## src/rtl/mbox_crc_pkg.sv

```systemverilog
package mbox_crc_pkg;

   localparam int HALF_W    = 16;
   localparam int WORD_W    = 2 * HALF_W;
   localparam int SEL_W     = 3;

   typedef enum logic [SEL_W-1:0] {
      SEL_CTRL    = 3'd0,
      SEL_ADDR_HI = 3'd1,
      SEL_ADDR_LO = 3'd2,
      SEL_DATA_HI = 3'd3,
      SEL_DATA_LO = 3'd4,
      SEL_CRC     = 3'd5
   } reg_sel_e;

   localparam int CTRL_CLR_BIT   = 0;
   localparam int CTRL_EXEC_BIT  = 1;
   localparam int CTRL_WRITE_BIT = 2;
   localparam int CTRL_BUSY_BIT  = 3;

   // One byte folded into a 16-bit CRC, MSB-first, no reflection.
   function automatic logic [15:0] crc16_fold_byte(input logic [15:0] c_in,
                                                   input logic [7:0]  b,
                                                   input logic [15:0] poly);
      logic [15:0] c;
      c = c_in ^ {b, 8'h00};
      for (int k = 0; k < 8; k++) begin
         c = c[15] ? ((c << 1) ^ poly) : (c << 1);
      end
      return c;
   endfunction

endpackage

```

## src/rtl/mbox_regs.sv

```systemverilog
module mbox_regs
   import mbox_crc_pkg::*;
(
   input  logic              clk,
   input  logic              rst_n,
   input  logic              wr_en,
   input  logic [SEL_W-1:0]  wr_sel,
   input  logic [HALF_W-1:0] wr_data,
   input  logic              engine_busy,
   output logic [WORD_W-1:0] ptr,
   output logic [WORD_W-1:0] staged,
   output logic              commit,
   output logic              crc_clear
);

   logic ctrl_wr;

   assign ctrl_wr   = wr_en && (wr_sel == SEL_CTRL);
   assign commit    = ctrl_wr && !engine_busy &&
                      wr_data[CTRL_EXEC_BIT] && wr_data[CTRL_WRITE_BIT];
   assign crc_clear = ctrl_wr && !engine_busy && wr_data[CTRL_CLR_BIT];

   always_ff @(posedge clk or negedge rst_n) begin
      if (!rst_n) begin
         ptr    <= '0;
         staged <= '0;
      end else if (commit) begin
         ptr <= ptr + WORD_W'(1);
      end else if (wr_en) begin
         case (reg_sel_e'(wr_sel))
            SEL_ADDR_HI: ptr[WORD_W-1:HALF_W]    <= wr_data;
            SEL_ADDR_LO: ptr[HALF_W-1:0]         <= wr_data;
            SEL_DATA_HI: staged[WORD_W-1:HALF_W] <= wr_data;
            SEL_DATA_LO: staged[HALF_W-1:0]      <= wr_data;
            default: ;
         endcase
      end
   end

   assert_ptr_step_R5: assert property (@(posedge clk) disable iff (!rst_n)
      commit |=> ptr == $past(ptr) + WORD_W'(1));

   assert_no_commit_busy_R8: assert property (@(posedge clk) disable iff (!rst_n)
      (engine_busy && !wr_en) |=> $stable(ptr));

endmodule

```

## src/rtl/mbox_crc_engine.sv

```systemverilog
module mbox_crc_engine
   import mbox_crc_pkg::*;
#(
   parameter logic [15:0] CRC_POLY       = 16'h1021,
   parameter logic [15:0] CRC_INIT       = 16'h0000,
   parameter int          BYTES_PER_STEP = 1
)(
   input  logic              clk,
   input  logic              rst_n,
   input  logic              start,
   input  logic              clear,
   input  logic [WORD_W-1:0] word,
   output logic [15:0]       crc,
   output logic              busy
);

   localparam int WORD_BYTES = WORD_W / 8;
   localparam int STEPS      = WORD_BYTES / BYTES_PER_STEP;
   localparam int CNT_W      = $clog2(STEPS + 1);
   localparam int STEP_BITS  = 8 * BYTES_PER_STEP;

   generate
      if (BYTES_PER_STEP != 1 && BYTES_PER_STEP != 2 && BYTES_PER_STEP != 4) begin : g_bad_step
         $error("BYTES_PER_STEP must be 1, 2 or 4");
      end
      if (CRC_POLY[0] != 1'b1) begin : g_bad_poly
         $error("CRC_POLY must have its constant term set");
      end
   endgenerate

   logic [WORD_W-1:0] shreg;
   logic [WORD_W-1:0] shreg_next;
   logic [CNT_W-1:0]  left;
   logic [15:0]       crc_next;

   always_comb begin
      crc_next = crc;
      for (int i = 0; i < BYTES_PER_STEP; i++) begin
         crc_next = crc16_fold_byte(crc_next, shreg[WORD_W-1-8*i -: 8], CRC_POLY);
      end
   end

   generate
      if (STEPS == 1) begin : g_single
         assign shreg_next = '0;
      end else begin : g_multi
         assign shreg_next = {shreg[WORD_W-STEP_BITS-1:0], {STEP_BITS{1'b0}}};
      end
   endgenerate

   always_ff @(posedge clk or negedge rst_n) begin
      if (!rst_n) begin
         crc   <= CRC_INIT;
         busy  <= 1'b0;
         left  <= '0;
         shreg <= '0;
      end else begin
         if (clear) crc <= CRC_INIT;
         if (start) begin
            shreg <= word;
            left  <= CNT_W'(STEPS);
            busy  <= 1'b1;
         end else if (busy) begin
            crc   <= crc_next;
            shreg <= shreg_next;
            left  <= left - CNT_W'(1);
            if (left == CNT_W'(1)) busy <= 1'b0;
         end
      end
   end

   assert_crc_hold_R9: assert property (@(posedge clk) disable iff (!rst_n)
      (!busy && !clear) |=> $stable(crc));

   assert_clear_init_R10: assert property (@(posedge clk) disable iff (!rst_n)
      clear |=> crc == CRC_INIT);

   assert_start_busy_R7: assert property (@(posedge clk) disable iff (!rst_n)
      start |=> busy);

   assert_start_idle_R8: assert property (@(posedge clk) disable iff (!rst_n)
      start |-> !busy);

endmodule

```

## src/rtl/mbox_crc_writer.sv

```systemverilog
module mbox_crc_writer
   import mbox_crc_pkg::*;
#(
   parameter logic [15:0] CRC_POLY       = 16'h1021,
   parameter logic [15:0] CRC_INIT       = 16'h0000,
   parameter int          BYTES_PER_STEP = 1
)(
   input  logic        clk,
   input  logic        rst_n,
   input  logic        reg_wr_en,
   input  logic [2:0]  reg_wr_sel,
   input  logic [15:0] reg_wr_data,
   input  logic [2:0]  reg_rd_sel,
   output logic [15:0] reg_rd_data,
   output logic        busy,
   output logic        mem_we,
   output logic [31:0] mem_addr,
   output logic [31:0] mem_wdata
);

   logic [WORD_W-1:0] ptr;
   logic [WORD_W-1:0] staged;
   logic              commit;
   logic              crc_clear;
   logic [15:0]       crc;

   mbox_regs u_regs (
      .clk         (clk),
      .rst_n       (rst_n),
      .wr_en       (reg_wr_en),
      .wr_sel      (reg_wr_sel),
      .wr_data     (reg_wr_data),
      .engine_busy (busy),
      .ptr         (ptr),
      .staged      (staged),
      .commit      (commit),
      .crc_clear   (crc_clear)
   );

   mbox_crc_engine #(
      .CRC_POLY       (CRC_POLY),
      .CRC_INIT       (CRC_INIT),
      .BYTES_PER_STEP (BYTES_PER_STEP)
   ) u_crc (
      .clk   (clk),
      .rst_n (rst_n),
      .start (commit),
      .clear (crc_clear),
      .word  (staged),
      .crc   (crc),
      .busy  (busy)
   );

   always_ff @(posedge clk or negedge rst_n) begin
      if (!rst_n) begin
         mem_we    <= 1'b0;
         mem_addr  <= '0;
         mem_wdata <= '0;
      end else begin
         mem_we <= commit;
         if (commit) begin
            mem_addr  <= ptr;
            mem_wdata <= staged;
         end
      end
   end

   always_comb begin
      reg_rd_data = '0;
      case (reg_sel_e'(reg_rd_sel))
         SEL_CTRL:    reg_rd_data[CTRL_BUSY_BIT] = busy;
         SEL_ADDR_HI: reg_rd_data = ptr[WORD_W-1:HALF_W];
         SEL_ADDR_LO: reg_rd_data = ptr[HALF_W-1:0];
         SEL_DATA_HI: reg_rd_data = staged[WORD_W-1:HALF_W];
         SEL_DATA_LO: reg_rd_data = staged[HALF_W-1:0];
         SEL_CRC:     reg_rd_data = crc;
         default:     reg_rd_data = '0;
      endcase
   end

   assert_we_single_R4: assert property (@(posedge clk) disable iff (!rst_n)
      mem_we |=> !mem_we);

   assert_we_addr_R5: assert property (@(posedge clk) disable iff (!rst_n)
      mem_we |-> ptr == mem_addr + 32'd1);

   assert_busy_drop_R8: assert property (@(posedge clk) disable iff (!rst_n)
      (busy && reg_wr_en && reg_wr_sel == SEL_CTRL &&
       reg_wr_data[CTRL_EXEC_BIT] && reg_wr_data[CTRL_WRITE_BIT]) |=> !mem_we);

   assert_nowrite_R9: assert property (@(posedge clk) disable iff (!rst_n)
      (reg_wr_en && reg_wr_sel == SEL_CTRL && !reg_wr_data[CTRL_WRITE_BIT]) |=> !mem_we);

endmodule

```

## config.mk

```make
export PLATFORM = sky130hd
export DESIGN_NAME = mbox_crc_writer
export DESIGN_NICKNAME = d
export VERILOG_FILES = /design/src/rtl/mbox_crc_pkg.sv /design/src/rtl/mbox_regs.sv /design/src/rtl/mbox_crc_engine.sv /design/src/rtl/mbox_crc_writer.sv
export SDC_FILE = /design/constraint.sdc
export NUM_CORES = 1
export LEC_CHECK = 0
export ABC_AREA = 0
export BUFFER_PORTS_ARGS = -buffer_cell sky130_fd_sc_hd__buf_2
export CAP_MARGIN = 10
export CORE_ASPECT_RATIO = 2
export CORE_MARGIN = 2
export CORE_UTILIZATION = 52
export CTS_CLUSTER_SIZE = 20
export DETAILED_ROUTE_END_ITERATION = 7
export PLACE_DENSITY = 0.76
export SETUP_SLACK_MARGIN = 0.2
export SLEW_MARGIN = 20
export SYNTH_ARGS = -nofsm -noshare
export SYNTH_HDL_FRONTEND = slang
export SYNTH_SLANG_ARGS = --single-unit
```

## constraint.sdc

```tcl
create_clock -name clk -period 1.8 [get_ports clk]
set_input_delay 0.09 -clock clk [delete_from_list [all_inputs] [get_ports clk]]
set_output_delay 0.09 -clock clk [all_outputs]
set_load 0.02 [all_outputs]
```

[Yosys cells after proc, flatten, opt, wreduce, memory -nomap -nowiden]
Index checks and enable logic that the tools add are counted.
Word-level totals
  input port bits: 25
  register bits: 181
  logic and storage cells: 74
Cells by class
  bitwise gates (word level): 10
  multiplexer cells: 25
  eq/ne operators: 10
  $add $sub $neg: 2
  reductions and logical operators: 16
Operators with widths (number)
  2-to-1 mux 32 bit: 4
  2-to-1 mux 13 bit: 8
  2-to-1 mux 16 bit: 5
  case mux 12 bit (5 select lines): 1
  adder 32 x 1 -> 32 bit, second input constant: 1
  NOT 3 bit: 8
  bitwise XOR 16 bit: 1
  case mux 3 bit (5 select lines): 1
  == test 3 x 2 -> 1 bit, second input constant: 4
  == test 3 x 1 -> 1 bit, second input constant: 3
  == test 3 bit, second input constant: 3
  nonzero test 2 bit: 4
  logical NOT 3 bit: 2
  2-to-1 mux 3 bit: 2
  case mux 1 bit (6 select lines): 1
  AND reduction 3 bit: 2
  logical AND 1 bit: 5
  AND reduction 2 bit: 2
  2-to-1 mux 1 bit: 3
  subtractor 3 x 1 -> 3 bit, second input constant: 1
  logical NOT 1 bit: 1
  NOT 1 bit: 1

[Logic depth before layout (Yosys ltp)]
Gate-level depths: netlist of run 1.
  depth after elaboration: 19
  mapped depth: 8

[Cells and area by module]
From an unflattened synthesis of run 1, not the netlist that was laid out.
Second synthesis, totals
  cell total of the unflattened synthesis: 749
  area total of the unflattened synthesis: 9019.9 um^2
By module, submodules not included
  mbox_crc_writer: seq. area each 1626.6 um^2, cells an instance 223, area an instance 3211.8 um^2, times used 1
  mbox_regs: seq. area each 1601.5 um^2, cells an instance 293, area an instance 3190.6 um^2, times used 1
  mbox_crc_engine: seq. area each 1301.2 um^2, cells an instance 233, area an instance 2617.5 um^2, times used 1

[Least setup slack after synthesis of run 1]
OpenSTA, ideal clock, no wires.
  kind: register -> register
  start point: register u_regs.ptr[8]
  end point: register u_regs.ptr[31]
  buffers on the path: 2
  setup slack: -31 ps
  stages on the path, launching flop included: 8
  data required time: 1718 ps
  data arrival time: 1750 ps
  cells stage by stage: dfrtp_1 buf_4 and4_1 buf_4 nand3_4 or3_4 or3_1 a31oi_1
On the way
  word-level cells in the longest chain between the ends: 2
RTL lines
  start: declaration: RTL line mbox_regs.sv:10  | output logic [WORD_W-1:0] ptr,
  start signal: assignment: RTL line mbox_regs.sv:28  | ptr <= ptr + WORD_W'(1);
  start signal: indexed assignment: RTL line mbox_regs.sv:31  | SEL_ADDR_HI: ptr[WORD_W-1:HALF_W] <= wr_data;
  start signal: indexed assignment: RTL line mbox_regs.sv:32  | SEL_ADDR_LO: ptr[HALF_W-1:0] <= wr_data;
  adder 32 x 1 -> 32 bit: RTL line mbox_regs.sv:28
  2-to-1 mux 32 bit: RTL line mbox_regs.sv:27  | end else if (commit) begin
No other way between the ends.
A chain may end at the register's enable or synchronous reset.

[Final worst setup path of run 1]
  start point: register u_regs.ptr[5]
  end point: register u_regs.ptr[15]
Same word-level chain as after synthesis.

==> results.md, run 1 <==
* Outcome: complete, but fails checks
* Failing checks: DRC, setup timing
* Total global-route track usage at 38.4%
* Layout cells sized above 1 at 57.3%
* Slowest cell on crit path: dfrtp_1
* I/O Pins at 107
* Hold crit path type: input pin to register
* Final WS setup at -0.332 ns
* Placement Setup Slack at -0.228 ns
* Final period util at 118%
* Filler instances at 683
* Fmax at 0.469 GHz
* Clock Tree Buf Depth at 2
* Critical Path Fanout Max at 6
* Reg2Reg Depth at 9
* Critical path origin: u_regs.ptr[5]$_DFFE_PN0P_
* Area grow syn2layout at 62.2%
* Min Hold Slack at 0.0386 ns
* Die Y at 183 um
* Startpoint Class: register
* WS Path Type: register to register
* Total clock sinks at 181
* Wire per inst at 30.7 um
* Synth Cell Area at 8330 um^2
* Actual slew at the worst max-slew pin at 0.680 ns
* Global-route wire length before repair at 48.7 mm
* Crit path to: u_regs.ptr[15]$_DFFE_PN0P_
* CTS Buf Count at 17
* Slowest stage delay, CP at 0.39 ns
* Max_cap viols at 0
* Synthesized area per cell at 9.46 um^2
* Worst-Skew Late Latency at 0.45 ns
* Root Driver: clkbuf_16
* GRT overflow at 0
* Commonest register cell after synthesis: dfrtp_1
* Initial antenna violation count at 4
* Gate Count Post-Synth at 881
* Pwr dens at 1300 nW/um^2
* FF-to-FF End: u_regs.ptr[15]$_DFFE_PN0P_
* Crit path cell chain: buf_6, buf_4, buf_6, nand4_1, buf_4, nor2_2, nand3_1, a21oi_1, o221a_4
* Relative slew slack at 54.6%
* Initial core utilization at 53.1%
* Hold Path Cell Cnt at 2
* Maximum VDD drop at 0.798 mV
* Async S/R FF share, synth at 100%
* Post-synthesis register bit count at 181
* Iter 0 DRT Violations at 1082
* CTS tree: done
* Routed WL at 41.5 mm
* Syn Nets at 910
* I/O Buffers at 106
* Antenna-violating nets left at 0
* CTS clk-pin slew, worst paths at 0.08 ns
* RSZ-0062 raised after global routing: true
* Final Hold Vio Count at 0
* Final nets at 1164
* Count of different cell masters after synthesis at 54
* Placed cell areas at 9630 um^2
* Vias in the first global route at 8595
* Routability congestion estimate at 1.07
* Lkg Pwr at 6.69 nW
* Final Max Tran Viols at 0
* Largest net degree at the start of global routing at 49
* Routed vias/inst at 6.99
* H-tree depth at 4
* Tmin final at 2.13 ns
* Row count at 65
* Count of final setup violators at 134
* Final HPWL DP at 19.5 mm
* Design area at 13500 um^2
* Via count at 9443
* First-pass DRT Iterations at 8
* Core Area at 15700 um^2
* Sequential area share after synthesis at 54.3%
* Worst EP arrival at 2.50 ns
* R2R Path Start: u_regs.ptr[5]$_DFFE_PN0P_
* Skew final at 0.0129 ns
* Required time of the critical path at 2.17 ns
* Placed cells at 1217
* Syn. warnings at 0
* Finished Layout Cells at 1351
* # DRC at 3
* Fin util at 86.1%
* Die area at 17100 um^2
* Die width at 93.5 um
* Reg-to-reg slack, setup at -0.33 ns
* EDFF count, synth at 0
* Critical Path Sink Type: register
==> power breakdown <==
group          internal, mW  total, mW  switching (mW)  leakage, nW
clock                  2.02       3.92            1.90        0.287
combinational          3.09       7.07            3.99         4.10
sequential             5.20       6.65            1.45         2.30
total                  10.3       17.6            7.34         6.69
==> metal layers <==
layer / track usage [%] / wire length [um]
met3: 9.20 / 4850
met4: 32.9 / 5170
met2: 63.1 / 19400
met5: 0 / 28
met1: 40.4 / 12100
==> cell usage in the layout, fill, tap and decap left out, types with 9 or more instances in the layout <==
cell       count
mux2_2        33
nand2_2       89
nand2_4       79
buf_16        10
buf_4        104
nand3_2       29
a22oi_1       11
xnor2_1       12
buf_12        19
nand2_1      121
buf_2         87
dfrtp_1      173
a21oi_2       26
nor2_1        32
a22o_1        18
nand4_1        9
clkbuf_16     28
a21oi_1       12
xor2_1        13
buf_6         43
nand3_1        9
==> cells by family (layout without fill, tap and decap cells) <==
family                   Yosys count  count (layout)  share of synthesized area, %
XOR/XNOR                          27              27                          2.84
AO/OA/AOI/OAI                    145             145                          12.2
flip-flops                       181             181                          54.3
multiplexers                      37              37                          5.10
adder cells (fa/ha/maj)            4               4                         0.601
other                              0               2                             0
AND/OR/NAND/NOR                  424             424                          21.7
buffers and inverters             63             330                          3.23
==> what timing repair did <==
| item | 4_1_cts | 5_1_grt |
|---|---|---|
| pin swaps | 44 | 170 |
| buffers inserted | 49 | 19 |
| gates resized for setup | 246 | 294 |
| gates cloned | 12 | 13 |
| endpoints found under the hold margin | 196 | 0 |
| hold buffers | 8 | 0 |
| endpoints found under the setup margin | 47 | 153 |
==> final cells by class <==
| class | count | area, um^2 | share of cell area (%) |
|---|---|---|---|
| clock inverter | 14 | 165 | 1.22 |
| timing repair buffer | 291 | 2840 | 21.0 |
| multi-input combinational | 637 | 5250 | 38.9 |
| inverter | 7 | 26.3 | 0.194 |
| sequential | 181 | 4540 | 33.6 |
| antenna | 2 | 5.00 | 0.0370 |
| clock buffer | 18 | 439 | 3.25 |
| tap | 201 | 251 | 1.86 |
==> cell usage after synthesis (all sizes together) (2+ instances only) <==
master,n,area share [%]
a311oi,2,0.21
buf,18,1.2
o311ai,5,0.53
o221a,2,0.27
a21o,2,0.18
a211oi,5,0.45
nand2b,2,0.15
a221oi,14,1.5
clkbuf,38,1.7
dfrtp,181,54
nor4,3,0.23
mux2i,2,0.24
nor3,6,0.36
nor2,39,1.8
a31o,2,0.21
inv,7,0.32
xnor2,14,1.5
a21oi,43,2.6
ha,4,0.60
o22ai,2,0.15
and3,9,0.68
and4,6,0.63
a31oi,3,0.23
nand3,42,2.7
a22oi,15,1.4
and2,3,0.24
o21ai,14,0.84
o41ai,3,0.32
nand2,292,13
a22o,18,1.9
xor2,13,1.4
o32ai,2,0.21
mux2,34,4.6
nor2b,3,0.23
or3,5,0.44
o211ai,8,0.72
nand4,9,0.68
==> registers in the layout, summed over array words and instances, names as in the netlist <==
register       count
u_crc.crc         16
u_crc.left         3
mem_addr          32
u_crc.shreg       32
u_regs.staged     32
u_crc.busy         1
u_regs.ptr        32
mem_we             1
mem_wdata         32
==> worst max-delay path: cells and delay by family (launching register included) <==
kind,cells,cell delay [ns]
buf+inv,4,0.60
simple gates,3,0.51
compound gates,2,0.55
flops,1,0.39
==> stage by stage <==
stage | TNS (ns) | power (mW)
CTS | -0.693 | 15.5
global route | -16.70 | 18.1
global placement | -0.0906 | 10.7
detailed placement | -0.431 | 10.8
floorplan | 0 | 8.83
finish | -13.36 | 17.6
==> worst min-delay path by stage <==
stage,from,endpoint,slack [ns]
3_5_place_dp,rst_n,mem_addr[5]$_DFFE_PN0P_,0.05
6_report,reg_wr_data[12],u_regs.staged[28]$_DFFE_PN0P_,0.04
3_3_place_gp,rst_n,mem_addr[5]$_DFFE_PN0P_,0.05
5_1_grt,reg_wr_data[12],u_regs.staged[28]$_DFFE_PN0P_,0.03
2_1_floorplan,rst_n,mem_addr[0]$_DFFE_PN0P_,-0.21
4_1_cts,reg_wr_data[12],u_regs.staged[12]$_DFFE_PN0P_,0.005
Power figures use the tool's default switching activity.
==> run 2, diff against run 1 <==
--- a/config.mk
+++ b/config.mk
@@ -10,7 +10,7 @@
 export CAP_MARGIN = 10
 export CORE_ASPECT_RATIO = 2
 export CORE_MARGIN = 2
-export CORE_UTILIZATION = 52
+export CORE_UTILIZATION = 53
 export CTS_CLUSTER_SIZE = 20
 export DETAILED_ROUTE_END_ITERATION = 7
 export PLACE_DENSITY = 0.76
@@ -18,4 +18,5 @@
 export SLEW_MARGIN = 20
 export SYNTH_ARGS = -nofsm -noshare
 export SYNTH_HDL_FRONTEND = slang
+export SYNTH_HIERARCHICAL = 1
 export SYNTH_SLANG_ARGS = --single-unit
==> results.md, run 2 <==
* Outcome: complete, but fails checks
* Failing checks: setup timing
* Synth Cell Area at 9020 um^2 (+8.2%)
* Root Driver: clkbuf_16
* Startpoint Class: register
* Commonest non-fill, non-tap cell in the layout: dfrtp_1
* First-pass DRT Iterations at 5 (-3)
* Tmin final at 1.96 ns (-0.176 ns)
* Area grow syn2layout at 36.1%
* Routed WL at 32.6 mm (-21%)
* Actual slew at the worst max-slew pin at 0.569 ns (-0.111 ns)
* Top cell type's share of synthesized area at 50.2% (-4.1 points)
* Max_cap viols at 0 (unchanged)
* Finished Layout Cells at 1197 (-11%)
* Row count at 67 (+3.1%)
* Count of final setup violators at 10 (-93%)
* Filler instances at 1030 (+51%)
* EDFF count, synth at 0 (unchanged)
* I/O Pins at 107 (unchanged)
* Die Y at 188 um (+3.0%)
* Routability congestion estimate at 0.985 (-7.6%)
* Largest net degree at the start of global routing at 52 (+6.1%)
* Maximum VDD drop at 0.836 mV (+4.6%)
* Pwr dens at 1320 nW/um^2 (+0.99%)
* Clock Tree Buf Depth at 2 (unchanged)
* Wire per inst at 27.2 um (-11%)
* Final Hold Vio Count at 0 (unchanged)
* # DRC at 0 (-3)
* Required time of the critical path at 2.11 ns (-0.06 ns)
* Comb power frac at 37.5% (-2.6 points)
* Final WS setup at -0.156 ns (+0.176 ns)
* Iter 0 DRT Violations at 745 (-31%)
* GRT overflow at 0 (unchanged)
* Area of the multi-input gates at 4740 um^2 (-9.7%)
* Post-synthesis register bit count at 181 (unchanged)
* Initial core utilization at 54.1% (+0.97 points)
* WS Path Type: register to register
* RSZ-0062 raised after global routing: true
* Worst EP arrival at 2.27 ns (-0.23 ns)
* Layout cells sized above 1 at 51.7% (-5.6 points)
* Count of different cell masters after synthesis at 76 (+41%)
* Fmax at 0.511 GHz (+9.0%)
* Commonest cells after routing, fill and taps aside: 164 x dfrtp_1, 109 x buf_4, 89 x buf_2
* Total clock sinks at 181 (unchanged)
* Commonest register cell after synthesis: dfrtp_1
* Die area at 18100 um^2 (+6.0%)
* Syn Nets at 778 (-15%)
* Pwr Total at 16.2 mW (-8.3%)
* H-tree depth at 4 (unchanged)
* Routed vias/inst at 6.54 (-6.4%)
* Net Sw Frac at 37.3% (-4.3 points)
* Placement Setup Slack at 0.00253 ns (+0.230 ns)
* P_int at 10.1 mW (-1.6%)
* Cell taking the most area after synthesis: dfrtp_1
* Lkg Pwr at 5.59 nW (-16%)
* CTS clk-pin slew, worst paths at 0.07 ns (about the same)
* Final HPWL DP at 21.2 mm (+8.8%)
* Final nets at 1006 (-14%)
* Area contributors post-synth: dfrtp_1 50%, mux2_2 12%, a221oi_2 3.5%
* Relative slew slack at 62.0% (+7.3 points)
* Final Max Tran Viols at 0 (unchanged)
* Total global-route track usage at 35.5% (-2.9 points)
* Psw at 6.04 mW (-18%)
* Syn. warnings at 6 (+6)
* Critical Path Fanout Max at 4 (-2)
* Async S/R FF share, synth at 100% (unchanged)
* Vias in the first global route at 7756 (-9.8%)
* Via count at 7834 (-17%)
* I/O Buffers at 106 (unchanged)
* Gate Count Post-Synth at 749 (-15%)
* Final period util at 109% (-9.8 points)
* N_diodes at 0 (-2)
* Synth cell count leaders: 181 x dfrtp_1, 97 x mux2_2, 73 x nand2_1
* Worst-Skew Late Latency at 0.44 ns (about the same)
* CTS Buf Count at 17 (unchanged)
* Critical Path Sink Type: register
* Antenna-violating nets left at 0 (unchanged)
* Sequential area share after synthesis at 50.2% (-4.1 points)
* Clock power share at 22.9% (+0.7 points)
* Global-route wire length before repair at 46.2 mm (-5.1%)
* Hold crit path type: input pin to register
* Placed cells at 1105 (-9.2%)
* Die width at 96.2 um (+2.9%)
* Register area at 4550 um^2 (+0.25%)
* Hold path start: reg_wr_data[4]
* Critical path origin: u_regs/ptr[1]$_DFFE_PN0P_
* CTS tree: done
* Synthesized area per cell at 12.0 um^2 (+27%)
* Most common cell in the netlist: dfrtp_1
* Core Area at 16700 um^2 (+6.3%)
* Skew final at 0.0123 ns (-0.000566 ns)
* R2R Path Start: u_regs/ptr[1]$_DFFE_PN0P_
* Initial antenna violation count at 1 (-3)
* Sequential Power Share at 39.6% (+1.9 points)
run 2: changes by cell type after synthesis, moves of 9 or more:
cell | previous run | this run
nand3b_1 | 1 | 19
nor2_1 | 39 | 22
nand2_1 | 292 | 73
a22oi_1 | 15 | 2
a21oi_1 | 43 | 12
nand3_1 | 41 | 19
a22o_1 | 18 | 1
o21ai_0 | 14 | 51
xor2_1 | 13 | 4
mux2_2 | 34 | 97
mux2i_1 | 2 | 28
a221oi_2 | 0 | 21
clkbuf_1 | 37 | 23
o31ai_2 | 0 | 10
run 2: path summary, 6_finish.rpt:
check,slack (ns),end,cells past startpoint
min in group asynchronous,0.17,mem_addr[30]$_DFFE_PN0P_,2
hold / removal,0.05,u_regs/ptr[4]$_DFFE_PN0P_,3
max in group asynchronous,0.94,u_regs/ptr[3]$_DFFE_PN0P_,3
setup reg to reg,-0.16,u_regs/ptr[29]$_DFFE_PN0P_,6
hold reg to reg,0.50,mem_wdata[24]$_DFFE_PN0P_,1
setup / recovery,-0.16,u_regs/ptr[29]$_DFFE_PN0P_,6
run 2: critical path, cell delays in order (launching register included):
cell	delay, ns
dfrtp_1	0.43
buf_6	0.15
nand3_4	0.08
or3_4	0.46
o41ai_2	0.26
a21boi_1	0.16
a221o_1	0.31
run 2: repair_timing:
action                                  4_1_cts  5_1_grt
pin swaps                                    50       37
gates cloned                                  4        0
hold buffers                                  4        0
endpoints found under the setup margin      143      142
hold endpoints to repair                     53        0
resized for setup                           106       61
setup buffers                                38       14
run 2: power by group through the flow:
stage / logic (mW) / clock network (mW) / registers [mW]
after floorplan: 2.97 / 0 / 6.53
after global placement: 4.98 / 0 / 6.32
after detailed placement: 5.12 / 0 / 6.35
after CTS: 5.74 / 3.72 / 6.33
after global routing: 6.40 / 3.87 / 6.51
final: 6.07 / 3.70 / 6.41
run 2: logic make-up after synthesis:
family | Yosys count | share of synthesized area, %
and+or+nand+nor | 198 | 12.0
DFF | 181 | 50.2
AOI/OAI and AO/OA | 160 | 14.4
muxes | 125 | 15.2
buffers and inverters | 55 | 3.25
xor gates and xnor gates | 26 | 4.44
adders and majority gates | 4 | 0.555
run 2: through the flow:
step,cell area [um^2],hold WS (ns),utilization [%],setup TNS (ns)
after floorplan,9220,-0.206,-,-3.33
after global placement,10400,0.0810,62.6,0
after detailed placement,10400,0.0868,62.6,0
after CTS,11800,0.00358,71.0,0
after global routing,12300,0.0355,73.6,-0.724
final,12300,0.0541,73.6,-0.374
run 2: layer usage:
layer / part of all wire [%] / routed length (um) / global-route usage, % / up-vias
li1: - / - / - / 3245
met1: 32 / 10300 / 38.0 / 3863
met2: 49 / 16100 / 58.8 / 524
met3: 7.2 / 2340 / 6.88 / 200
met4: 12 / 3790 / 28.5 / 2
met5: 0.040 / 13 / 0 / -
run 2: area by class of cell:
class | count | area share [%]
repair inverters | 1 | 0.133
repair buffers | 256 | 17.0
multi-input cells | 513 | 38.6
clock buffers | 17 | 3.47
flip-flops and latches | 181 | 37.1
inverters | 7 | 0.275
clock inverters | 15 | 1.29
well taps | 207 | 2.11
==> run 3, diff against run 2 <==
--- a/config.mk
+++ b/config.mk
@@ -14,6 +14,7 @@
 export CTS_CLUSTER_SIZE = 20
 export DETAILED_ROUTE_END_ITERATION = 7
 export PLACE_DENSITY = 0.76
+export REMOVE_ABC_BUFFERS = 1
 export SETUP_SLACK_MARGIN = 0.2
 export SLEW_MARGIN = 20
 export SYNTH_ARGS = -nofsm -noshare
==> results.md, run 3 (synthesis results as in run 2) <==
* Global-route wire length before repair at 50.3 mm (+8.9%)
* CTS Buf Count at 17 (unchanged)
* N_diodes at 0 (unchanged)
* Crit path buffers/inverters at 3 (+2)
* Lkg Pwr at 6.53 nW (+17%)
* Final Hold Vio Count at 0 (unchanged)
* Filler instances at 648 (-37%)
* Final HPWL DP at 18.2 mm (-14%)
* Via count at 9147 (+17%)
* I/O Buffers at 106 (unchanged)
* Total clock sinks at 181 (unchanged)
* Worst EP arrival at 2.50 ns (+0.23 ns)
* Commonest non-fill, non-tap cell in the layout: dfrtp_1
* Worst-Skew Late Latency at 0.44 ns (about the same)
* Antenna-violating nets left at 0 (unchanged)
* H-tree depth at 4 (unchanged)
* Crit path cell chain: nand3_1, buf_4, nor3b_4, buf_4, buf_6, nand2_2, o211ai_1
* Wire per inst at 33.9 um (+24%)
* Clock Tree Buf Depth at 2 (unchanged)
* # DRC at 2 (+2)
* Routed WL at 42.8 mm (+31%)
* Root Driver: clkbuf_16
* Slowest cell on crit path: o211ai_1
* Die width at 96.2 um (unchanged)
* Max_cap viols at 0 (unchanged)
* Actual slew at the worst max-slew pin at 0.798 ns (+0.229 ns)
* CTS tree: done
* Slowest stage delay, CP at 0.43 ns (-0.03 ns)
* Initial core utilization at 54.1% (unchanged)
* Vias in the first global route at 8529 (+10%)
* Layout cells sized above 1 at 61.6% (+9.9 points)
* Routed vias/inst at 7.24 (+11%)
* First-pass DRT Iterations at 8 (+3)
* Placed cells at 1101 (-0.36%)
* Area of the multi-input gates at 5470 um^2 (+15%)
* Fmax at 0.449 GHz (-12%)
* Final nets at 1074 (+6.8%)
* Min Hold Slack at 0.0129 ns (-0.0412 ns)
* Pwr Total at 18.0 mW (+11%)
* Top delay family on crit path: simple AND/OR/NAND/NOR gates
* CTS clk-pin slew, worst paths at 0.07 ns (about the same)
* Register area at 4540 um^2 (-0.19%)
* Tmin final at 2.23 ns (+0.272 ns)
* Total global-route track usage at 37.8% (+2.3 points)
* Finished Layout Cells at 1264 (+5.6%)
* Hold crit path type: input pin to register
* Required time of the critical path at 2.07 ns (-0.04 ns)
* Most frequent cell on the critical path: buf_4
* Final Max Tran Viols at 0 (unchanged)
* Commonest cells after routing, fill and taps aside: 171 x dfrtp_1, 106 x buf_4, 89 x buf_2
* Final WS setup at -0.427 ns (-0.272 ns)
* Failing checks: DRC, setup timing
* Critical Path Fanout Max at 5 (+1)
* Core Area at 16700 um^2 (unchanged)
* Pwr dens at 1270 nW/um^2 (-3.8%)
* Skew final at 0.00872 ns (-0.00358 ns)
* Relative slew slack at 46.7% (-15 points)
* Largest net degree at the start of global routing at 60 (+15%)
* Startpoint Class: register
* Final period util at 124% (+15 points)
* I/O Pins at 107 (unchanged)
* Critical Path Sink Type: register
* Die Y at 188 um (unchanged)
* GRT overflow at 0 (unchanged)
* RSZ-0062 raised after global routing: true
* Routability congestion estimate at 0.982 (-0.25%)
* Die area at 18100 um^2 (unchanged)
* Row count at 67 (unchanged)
* Initial antenna violation count at 0 (-1)
* Fin Setup TNS at -9.76 ns (-9.39 ns)
* Maximum VDD drop at 0.938 mV (+12%)
* Area grow syn2layout at 57.6%
* WS Path Type: register to register
* Iter 0 DRT Violations at 1327 (+78%)
* Count of final setup violators at 97 (+87)
* Outcome: complete, but fails checks
[run 3: metal layers]
metal	wire (um)	track usage [%]	up-vias	part of all wire, %
met3	4840	7.04	381	11
met5	0	0	-	0
met1	13800	45.7	4409	32
met2	19700	59.9	982	46
li1	-	-	3375	-
met4	4470	25.3	0	10
[run 3: worst register-to-register path, stage by stage, from the launching register on]
cell	delay [ns]
dfrtp_1	0.41
nand3_1	0.16
buf_4	0.22
nor3b_4	0.40
buf_4	0.20
buf_6	0.13
nand2_2	0.11
o211ai_1	0.44
[run 3: path summary, 6_finish.rpt]
path | endpoint | cells after the start | slack, ns | from
max reg2reg | u_regs/ptr[10]$_DFFE_PN0P_ | 7 | -0.43 | u_regs/ptr[9]$_DFFE_PN0P_
min in group asynchronous | u_regs/ptr[28]$_DFFE_PN0P_ | 2 | 0.15 | rst_n
min | u_regs/staged[25]$_DFFE_PN0P_ | 2 | 0.01 | reg_wr_data[9]
max in group asynchronous | mem_addr[14]$_DFFE_PN0P_ | 3 | 0.94 | rst_n
min reg2reg | mem_wdata[26]$_DFFE_PN0P_ | 1 | 0.51 | mem_wdata[26]$_DFFE_PN0P_
max | u_regs/ptr[10]$_DFFE_PN0P_ | 7 | -0.43 | u_regs/ptr[9]$_DFFE_PN0P_
[run 3: through the flow]
step | setup slack, ns | instance area, um^2 | util, %
2_1_floorplan | -3.34 | 8750 | -
3_3_place_gp | 0.00426 | 10300 | 61.9
3_5_place_dp | -0.0272 | 10300 | 61.9
4_1_cts | -0.0586 | 12800 | 76.7
5_1_grt | -0.429 | 14200 | 85.2
6_report | -0.427 | 14200 | 85.2
[run 3: area by class of cell]
class	count	area share (%)
clock buffer	17	2.99
clock inverter	14	1.07
inverter	7	0.299
multi-input combinational	513	38.5
sequential	181	32.0
tap	207	1.82
timing repair buffer	323	23.1
timing repair inverter	2	0.229
[run 3: where the power goes]
part / switching [mW] / total [mW] / internal [mW] / leakage [nW]
logic: 3.90 / 7.70 / 3.80 / 3.95
registers: 1.35 / 6.54 / 5.19 / 2.31
clock network: 1.74 / 3.79 / 2.05 / 0.272
total: 6.99 / 18.0 / 11.0 / 6.53
[run 3: what timing repair did]
action / CTS / global route
hold endpoints to repair: 176 / 0
setup endpoints to repair: 134 / 162
gates cloned: 19 / 5
resized for setup: 227 / 246
buffers inserted: 53 / 45
hold buffers: 10 / 0
pin swaps: 56 / 47
